[src/rtl/glcd_pkg.sv]
package glcd_pkg;
  typedef enum logic [1:0] {
    ST_IDLE  = 2'd0,
    ST_SETUP = 2'd1,
    ST_EN_HI = 2'd2,
    ST_EN_LO = 2'd3
  } glcd_state_e;

  localparam logic [1:0] HALF_NONE  = 2'b00;
  localparam logic [1:0] HALF_LEFT  = 2'b01;
  localparam logic [1:0] HALF_RIGHT = 2'b10;
  localparam logic [1:0] HALF_BOTH  = 2'b11;
endpackage

[src/rtl/glcd_req_check.sv]
module glcd_req_check (
  input  logic [1:0] half_i,
  output logic       half_ok_o,
  output logic [1:0] cs_o
);
  import glcd_pkg::*;

  always_comb begin
    unique case (half_i)
      HALF_LEFT:  cs_o = 2'b01;
      HALF_RIGHT: cs_o = 2'b10;
      HALF_BOTH:  cs_o = 2'b11;
      default:    cs_o = 2'b00;
    endcase
    half_ok_o = (half_i != HALF_NONE);
  end
endmodule

[src/rtl/glcd_phase_timer.sv]
module glcd_phase_timer #(
  parameter int unsigned CNT_W = 10
) (
  input  logic             clk_i,
  input  logic             rst_ni,
  input  logic             load_i,
  input  logic [CNT_W-1:0] load_val_i,
  output logic             done_o
);
  logic [CNT_W-1:0] cnt_q;

  always_ff @(posedge clk_i or negedge rst_ni) begin
    if (!rst_ni)            cnt_q <= '0;
    else if (load_i)        cnt_q <= load_val_i;
    else if (cnt_q != '0)   cnt_q <= cnt_q - 1'b1;
  end

  assign done_o = (cnt_q == '0);
endmodule

[src/rtl/glcd_bus_hold.sv]
module glcd_bus_hold #(
  parameter int unsigned DW = 8
) (
  input  logic          clk_i,
  input  logic          rst_ni,
  input  logic          load_i,
  input  logic          clr_cs_i,
  input  logic [DW-1:0] db_i,
  input  logic          rs_i,
  input  logic [1:0]    cs_i,
  output logic [DW-1:0] db_o,
  output logic          rs_o,
  output logic [1:0]    cs_o
);
  always_ff @(posedge clk_i or negedge rst_ni) begin
    if (!rst_ni) begin
      db_o <= '0;
      rs_o <= 1'b0;
      cs_o <= 2'b00;
    end else if (load_i) begin
      db_o <= db_i;
      rs_o <= rs_i;
      cs_o <= cs_i;
    end else if (clr_cs_i) begin
      cs_o <= 2'b00;
    end
  end
endmodule

[src/rtl/glcd_wr_strobe.sv]
module glcd_wr_strobe #(
  parameter longint unsigned CLK_FREQ_HZ = 200_000_000,
  parameter int unsigned     EN_HI_NS    = 4000,
  parameter int unsigned     EN_LO_NS    = 4000,
  parameter int unsigned     SETUP_CYC   = 1,
  parameter int unsigned     DW          = 8
) (
  input  logic          clk_i,
  input  logic          rst_ni,
  input  logic          req_valid_i,
  output logic          req_ready_o,
  input  logic [DW-1:0] req_data_i,
  input  logic          req_is_data_i,
  input  logic [1:0]    req_half_i,
  output logic [DW-1:0] lcd_db_o,
  output logic          lcd_rs_o,
  output logic          lcd_rw_o,
  output logic          lcd_cs1_o,
  output logic          lcd_cs2_o,
  output logic          lcd_en_o
);
  import glcd_pkg::*;

  localparam longint unsigned HI_RAW = (CLK_FREQ_HZ * EN_HI_NS + 64'd999_999_999) / 64'd1_000_000_000;
  localparam longint unsigned LO_RAW = (CLK_FREQ_HZ * EN_LO_NS + 64'd999_999_999) / 64'd1_000_000_000;
  localparam longint unsigned HI_CYC = (HI_RAW == 0) ? 1 : HI_RAW;
  localparam longint unsigned LO_CYC = (LO_RAW == 0) ? 1 : LO_RAW;
  localparam longint unsigned SU_CYC = (SETUP_CYC == 0) ? 1 : SETUP_CYC;
  localparam longint unsigned MAX_CYC = (HI_CYC > LO_CYC) ? ((HI_CYC > SU_CYC) ? HI_CYC : SU_CYC)
                                                          : ((LO_CYC > SU_CYC) ? LO_CYC : SU_CYC);
  localparam int unsigned CNT_W = $clog2(MAX_CYC + 1);

  glcd_state_e      st_q, st_d;
  logic             en_q;
  logic             half_ok;
  logic [1:0]       cs_dec, cs_q;
  logic             accept;
  logic             tmr_load, tmr_done;
  logic [CNT_W-1:0] tmr_val;
  logic             clr_cs;

  glcd_req_check u_req_check (
    .half_i    (req_half_i),
    .half_ok_o (half_ok),
    .cs_o      (cs_dec)
  );

  assign req_ready_o = (st_q == ST_IDLE);
  assign accept      = req_valid_i && req_ready_o && half_ok;

  always_comb begin
    st_d     = st_q;
    tmr_load = 1'b0;
    tmr_val  = '0;
    clr_cs   = 1'b0;
    unique case (st_q)
      ST_IDLE: if (accept) begin
        st_d     = ST_SETUP;
        tmr_load = 1'b1;
        tmr_val  = CNT_W'(SU_CYC - 1);
      end
      ST_SETUP: if (tmr_done) begin
        st_d     = ST_EN_HI;
        tmr_load = 1'b1;
        tmr_val  = CNT_W'(HI_CYC - 1);
      end
      ST_EN_HI: if (tmr_done) begin
        st_d     = ST_EN_LO;
        tmr_load = 1'b1;
        tmr_val  = CNT_W'(LO_CYC - 1);
      end
      ST_EN_LO: if (tmr_done) begin
        st_d   = ST_IDLE;
        clr_cs = 1'b1;
      end
      default: st_d = ST_IDLE;
    endcase
  end

  always_ff @(posedge clk_i or negedge rst_ni) begin
    if (!rst_ni) begin
      st_q <= ST_IDLE;
      en_q <= 1'b0;
    end else begin
      st_q <= st_d;
      en_q <= (st_d == ST_EN_HI);
    end
  end

  glcd_phase_timer #(.CNT_W(CNT_W)) u_timer (
    .clk_i      (clk_i),
    .rst_ni     (rst_ni),
    .load_i     (tmr_load),
    .load_val_i (tmr_val),
    .done_o     (tmr_done)
  );

  glcd_bus_hold #(.DW(DW)) u_bus (
    .clk_i    (clk_i),
    .rst_ni   (rst_ni),
    .load_i   (accept),
    .clr_cs_i (clr_cs),
    .db_i     (req_data_i),
    .rs_i     (req_is_data_i),
    .cs_i     (cs_dec),
    .db_o     (lcd_db_o),
    .rs_o     (lcd_rs_o),
    .cs_o     (cs_q)
  );

  assign lcd_cs1_o = cs_q[0];
  assign lcd_cs2_o = cs_q[1];
  assign lcd_rw_o  = 1'b0;
  assign lcd_en_o  = en_q;

  // bus side frozen while enable is high and through the low phase
  a_r6_bus_stable_hi: assert property (@(posedge clk_i) disable iff (!rst_ni)
    lcd_en_o |-> ($stable(lcd_db_o) && $stable(lcd_rs_o) && $stable(cs_q)));
  a_r6_bus_stable_lo: assert property (@(posedge clk_i) disable iff (!rst_ni)
    (st_q == ST_EN_LO && $past(st_q) != ST_IDLE) |-> ($stable(lcd_db_o) && $stable(lcd_rs_o)));
  // enable only rises after at least one busy setup clock
  a_r6_setup_before_en: assert property (@(posedge clk_i) disable iff (!rst_ni)
    $rose(lcd_en_o) |-> $past(!req_ready_o));
  // some half is selected whenever enable rises
  a_r4_cs_on_pulse: assert property (@(posedge clk_i) disable iff (!rst_ni)
    $rose(lcd_en_o) |-> (lcd_cs1_o || lcd_cs2_o));
  // busy implies a selected half, idle implies enable low
  a_r8_busy_has_cs: assert property (@(posedge clk_i) disable iff (!rst_ni)
    !req_ready_o |-> (lcd_cs1_o || lcd_cs2_o));
  a_r8_idle_en_low: assert property (@(posedge clk_i) disable iff (!rst_ni)
    req_ready_o |-> !lcd_en_o);
  // a rejected half code leaves ready high
  a_r5_reject_no_start: assert property (@(posedge clk_i) disable iff (!rst_ni)
    (req_ready_o && req_valid_i && req_half_i == 2'b00) |=> req_ready_o);
endmodule

[config.mk]
export PLATFORM = sky130hd
export DESIGN_NAME = glcd_wr_strobe
export DESIGN_NICKNAME = d
export VERILOG_FILES = /design/src/rtl/glcd_pkg.sv /design/src/rtl/glcd_req_check.sv /design/src/rtl/glcd_phase_timer.sv /design/src/rtl/glcd_bus_hold.sv /design/src/rtl/glcd_wr_strobe.sv
export SDC_FILE = /design/constraint.sdc
export NUM_CORES = 1
export LEC_CHECK = 0
export BUFFER_PORTS_ARGS = -buffer_cell sky130_fd_sc_hd__clkbuf_2
export CORE_UTILIZATION = 57
export DETAILED_ROUTE_END_ITERATION = 10
export MAX_ROUTING_LAYER = met4
export PLACE_DENSITY = 0.85
export SKIP_LAST_GASP = 1
export SYNTH_ARGS = -nofsm -noshare
export SYNTH_HDL_FRONTEND = slang
export SYNTH_SLANG_ARGS = --single-unit
[constraint.sdc]
create_clock -name clk_i -period 3.6 [get_ports clk_i]
set_input_delay 0.54 -clock clk_i [delete_from_list [all_inputs] [get_ports clk_i]]
set_output_delay 0.54 -clock clk_i [all_outputs]
set_load 0.02 [all_outputs]
==> run metrics <==
status=finished clean; startpoint types=flip-flop; sequential share of the synthesized area=0.472; Routed WL=2340 um; Logic pwr share=0.031; register share of total power=0.642; WP data required=3.78 ns; chip height=49.3 um; Post-CTS Repair Setup Buffers=0; Avg Cell Area, Syn=11.0 sq um; NetSw=0.0838 mW; placed cell area=0.00142 sq mm; Min Hold Slack=0.210 ns; H-tree depth=1; CP Data Arrival Time=2.33 ns; DP Wirelength=1790 um; WL/cell=13.8 um; CP Capture Type=flip-flop; Yosys cell types=35; reg-to-reg critical path startpoint=st_q[1]; crit path cell chain=inv_1 > ha_1 > o211ai_1 > o21ai_1 > o21ai_0; HP Class=in2async; kind of critical path=reg2reg; Max Cap Viol=0; first-pass GRT wire length=4040 um; R2R Setup Slk=1.45 ns; antenna violations before repair=0; Post-Route Utilization=0.719; TritonCTS clock tree=built; fin crit period=2.15 ns; Critical Path Max Stage Delay=0.52 ns; final hold violations=0; Final ANT Viol Nets=0; Vias/cell=5.55; placer congestion estimate=0.915; antenna cells=0; Rel. slew slack=0.153; crit share post-route=0.598; Synthesized Nets=137; clock skew=0.00879 ns; die area=0.00243 sq mm; slowest CP cell=o21ai_1; synth-to-layout area growth=14.1%; R2R depth=5; Clock Latency Late Sink=0.31 ns; flops & latches, synth=24; final net count=165; number of gates resized after cts=0; Root Buffer Master=clkbuf_4; overall routing resource usage=0.225; Starting Density=0.630; clk sink count=24; Highest Signal Layer=met4; DRC=0; met3 wire length=109 um; Setup-failing EPs final=0; Peak VDD IR=234 uV; via count of the routed design=943; RR Endpoint=u_timer.cnt_q[8]; # port buffers=26; Syn. warnings=0; P_leak=0.720 nW; chip width=49.3 um; setup_tns=0 ns; clock network fraction of total power=0.327; DRT met1 WL=1130 um; CTS Buf Count=3; Synth top area share=0.472; I/O Pins=28; Gate Count Post-Synth=116; Max Fclk=464 MHz; vias in the first global route=918; fraction of layout cells with a size suffix above 1=0.294; largest cells by area after synthesis=dfrtp_1 (47%), mux2_2 (8.0%), ha_1 (6.9%); total design power=0.420 mW; Worst-Margin Slew=1.26 ns; Clock Path Buffers=2; largest net degree at the start of global routing=25; leading area contributor after synthesis=dfrtp_1; GR Overflow Total=0; clk slew on worst S/H paths=0.13 ns; Mapped Area=0.00127 sq mm; finished layout cell area=0.00145 sq mm; power per standard cell area=289 mW/mm^2; sw frac=0.200; num rows=16; Pins Over Slew Limit=0; Max FO, Critical Path=15; Initial DRC Count=16; Int Pwr=0.336 mW; RSZ-0062 raised after global routing=no; hold_buf cts=0; Met2 Routed Length=1080 um; 1st-pass router iterations=4; Core ar.=0.00202 sq mm
[cells in the final DEF (no fill, tap or decap), drive strengths merged]
master	netlist	routed
xor2	2	2
o22ai	1	1
nor3	1	1
conb	1	1
o21ai	9	9
nand2	7	7
a22o	1	1
mux2	9	9
a21oi	2	2
ha	7	7
and2	1	1
o21a	1	1
nor2b	1	1
a21boi	1	1
clkbuf	0	30
or4	1	1
nor2	13	13
xnor2	5	5
dfrtp	24	24
a221oi	2	2
nand4b	1	1
nand4	1	1
nor4	2	2
or3	2	2
and4b	1	1
nand3	4	4
a211oi	3	3
a2111oi	1	1
nor3b	1	1
inv	6	6
o211ai	1	1
a211o	1	1
[area by class of cell]
type / count / area (sq um)
flip-flops and latches: 24 / 601
clock buffers: 4 / 36.3
repair buffers: 26 / 130
multi-input cells: 83 / 631
inverters: 6 / 22.5
fillers: 151 / 568
well taps: 27 / 33.8
[worst max-delay path, delay by kind of cell, from the launching register on]
kind | cells | cell delay, ns
adder cells (fa/ha/maj) | 1 | 0.24
buffers and inverters | 1 | 0.13
flip-flops | 1 | 0.47
AO/OA/AOI/OAI | 3 | 1.18
[registers in the layout (all words and copies together) (netlist names)]
register       count
u_bus.rs_o         1
lcd_en_o           1
u_bus.cs_o         2
st_q               2
u_timer.cnt_q     10
u_bus.db_o         8
[stage by stage]
| stage | setup WS, ns | cells |
|---|---|---|
| detailed placement | 1.30 | 166 |
| finish | 1.45 | 170 |
| floorplan | 1.87 | 116 |
| CTS | 1.47 | 170 |
| global placement | 1.38 | 166 |
| global route | 1.20 | 170 |
[logic make-up after synthesis]
kind of cell,after synthesis,synth area share
buf+inv,9,0.0334
other cells,1,0.00294
simple gates,36,0.163
flops,24,0.472
fa+ha+maj,7,0.0688
compound gates,23,0.133
mux,9,0.0796
xor+xnor,7,0.0481
[worst max-delay path by stage]
| stage | start | end | slack (ns) | cells after the start |
|---|---|---|---|---|
| after floorplan | st_q[0] | u_bus.db_o[0] | 1.87 | 5 |
| after global placement | req_half_i[1] | lcd_en_o | 1.38 | 5 |
| after detailed placement | req_half_i[1] | u_timer.cnt_q[1] | 1.30 | 5 |
| after CTS | st_q[1] | u_timer.cnt_q[8] | 1.47 | 5 |
| after global routing | st_q[1] | u_timer.cnt_q[2] | 1.20 | 5 |
| final | st_q[1] | u_timer.cnt_q[8] | 1.45 | 5 |
[synthesized netlist by cell type]
master	instances
a211o_1	1
xnor2_1	5
nor3_1	1
buf_2	1
or4_1	1
a21oi_1	2
conb_1	1
nor2_1	13
a221oi_1	2
nand4_1	1
xor2_1	2
a2111oi_4	1
dfrtp_1	24
nor3b_1	1
nor4_4	1
and4b_1	1
a21boi_1	1
and2_1	1
o21ai_1	2
nand4b_4	1
a22o_1	1
o21a_1	1
nand2_1	7
or3_1	2
o211ai_1	1
buf_4	2
o22ai_1	1
a211oi_1	3
nor4_1	1
ha_1	7
nor2b_1	1
o21ai_0	7
inv_1	6
mux2_2	9
nand3_1	4
[power by group through the flow]
stage	combinational [mW]	clock (mW)	sequential [mW]
3_5_place_dp	0.0134	0	0.275
5_1_grt	0.0153	0.150	0.270
6_report	0.0131	0.137	0.270
2_1_floorplan	0.00189	0	0.275
3_3_place_gp	0.0129	0	0.275
4_1_cts	0.0134	0.140	0.270
[routing by layer]
| layer | vias up | track usage |
|---|---|---|
| met5 | - | - |
| met4 | 0 | 0.0637 |
| met3 | 2 | 0.0343 |
| met2 | 30 | 0.363 |
| met1 | 444 | 0.293 |
| li1 | 467 | - |
Note: power is estimated with default switching activity, not from simulation.
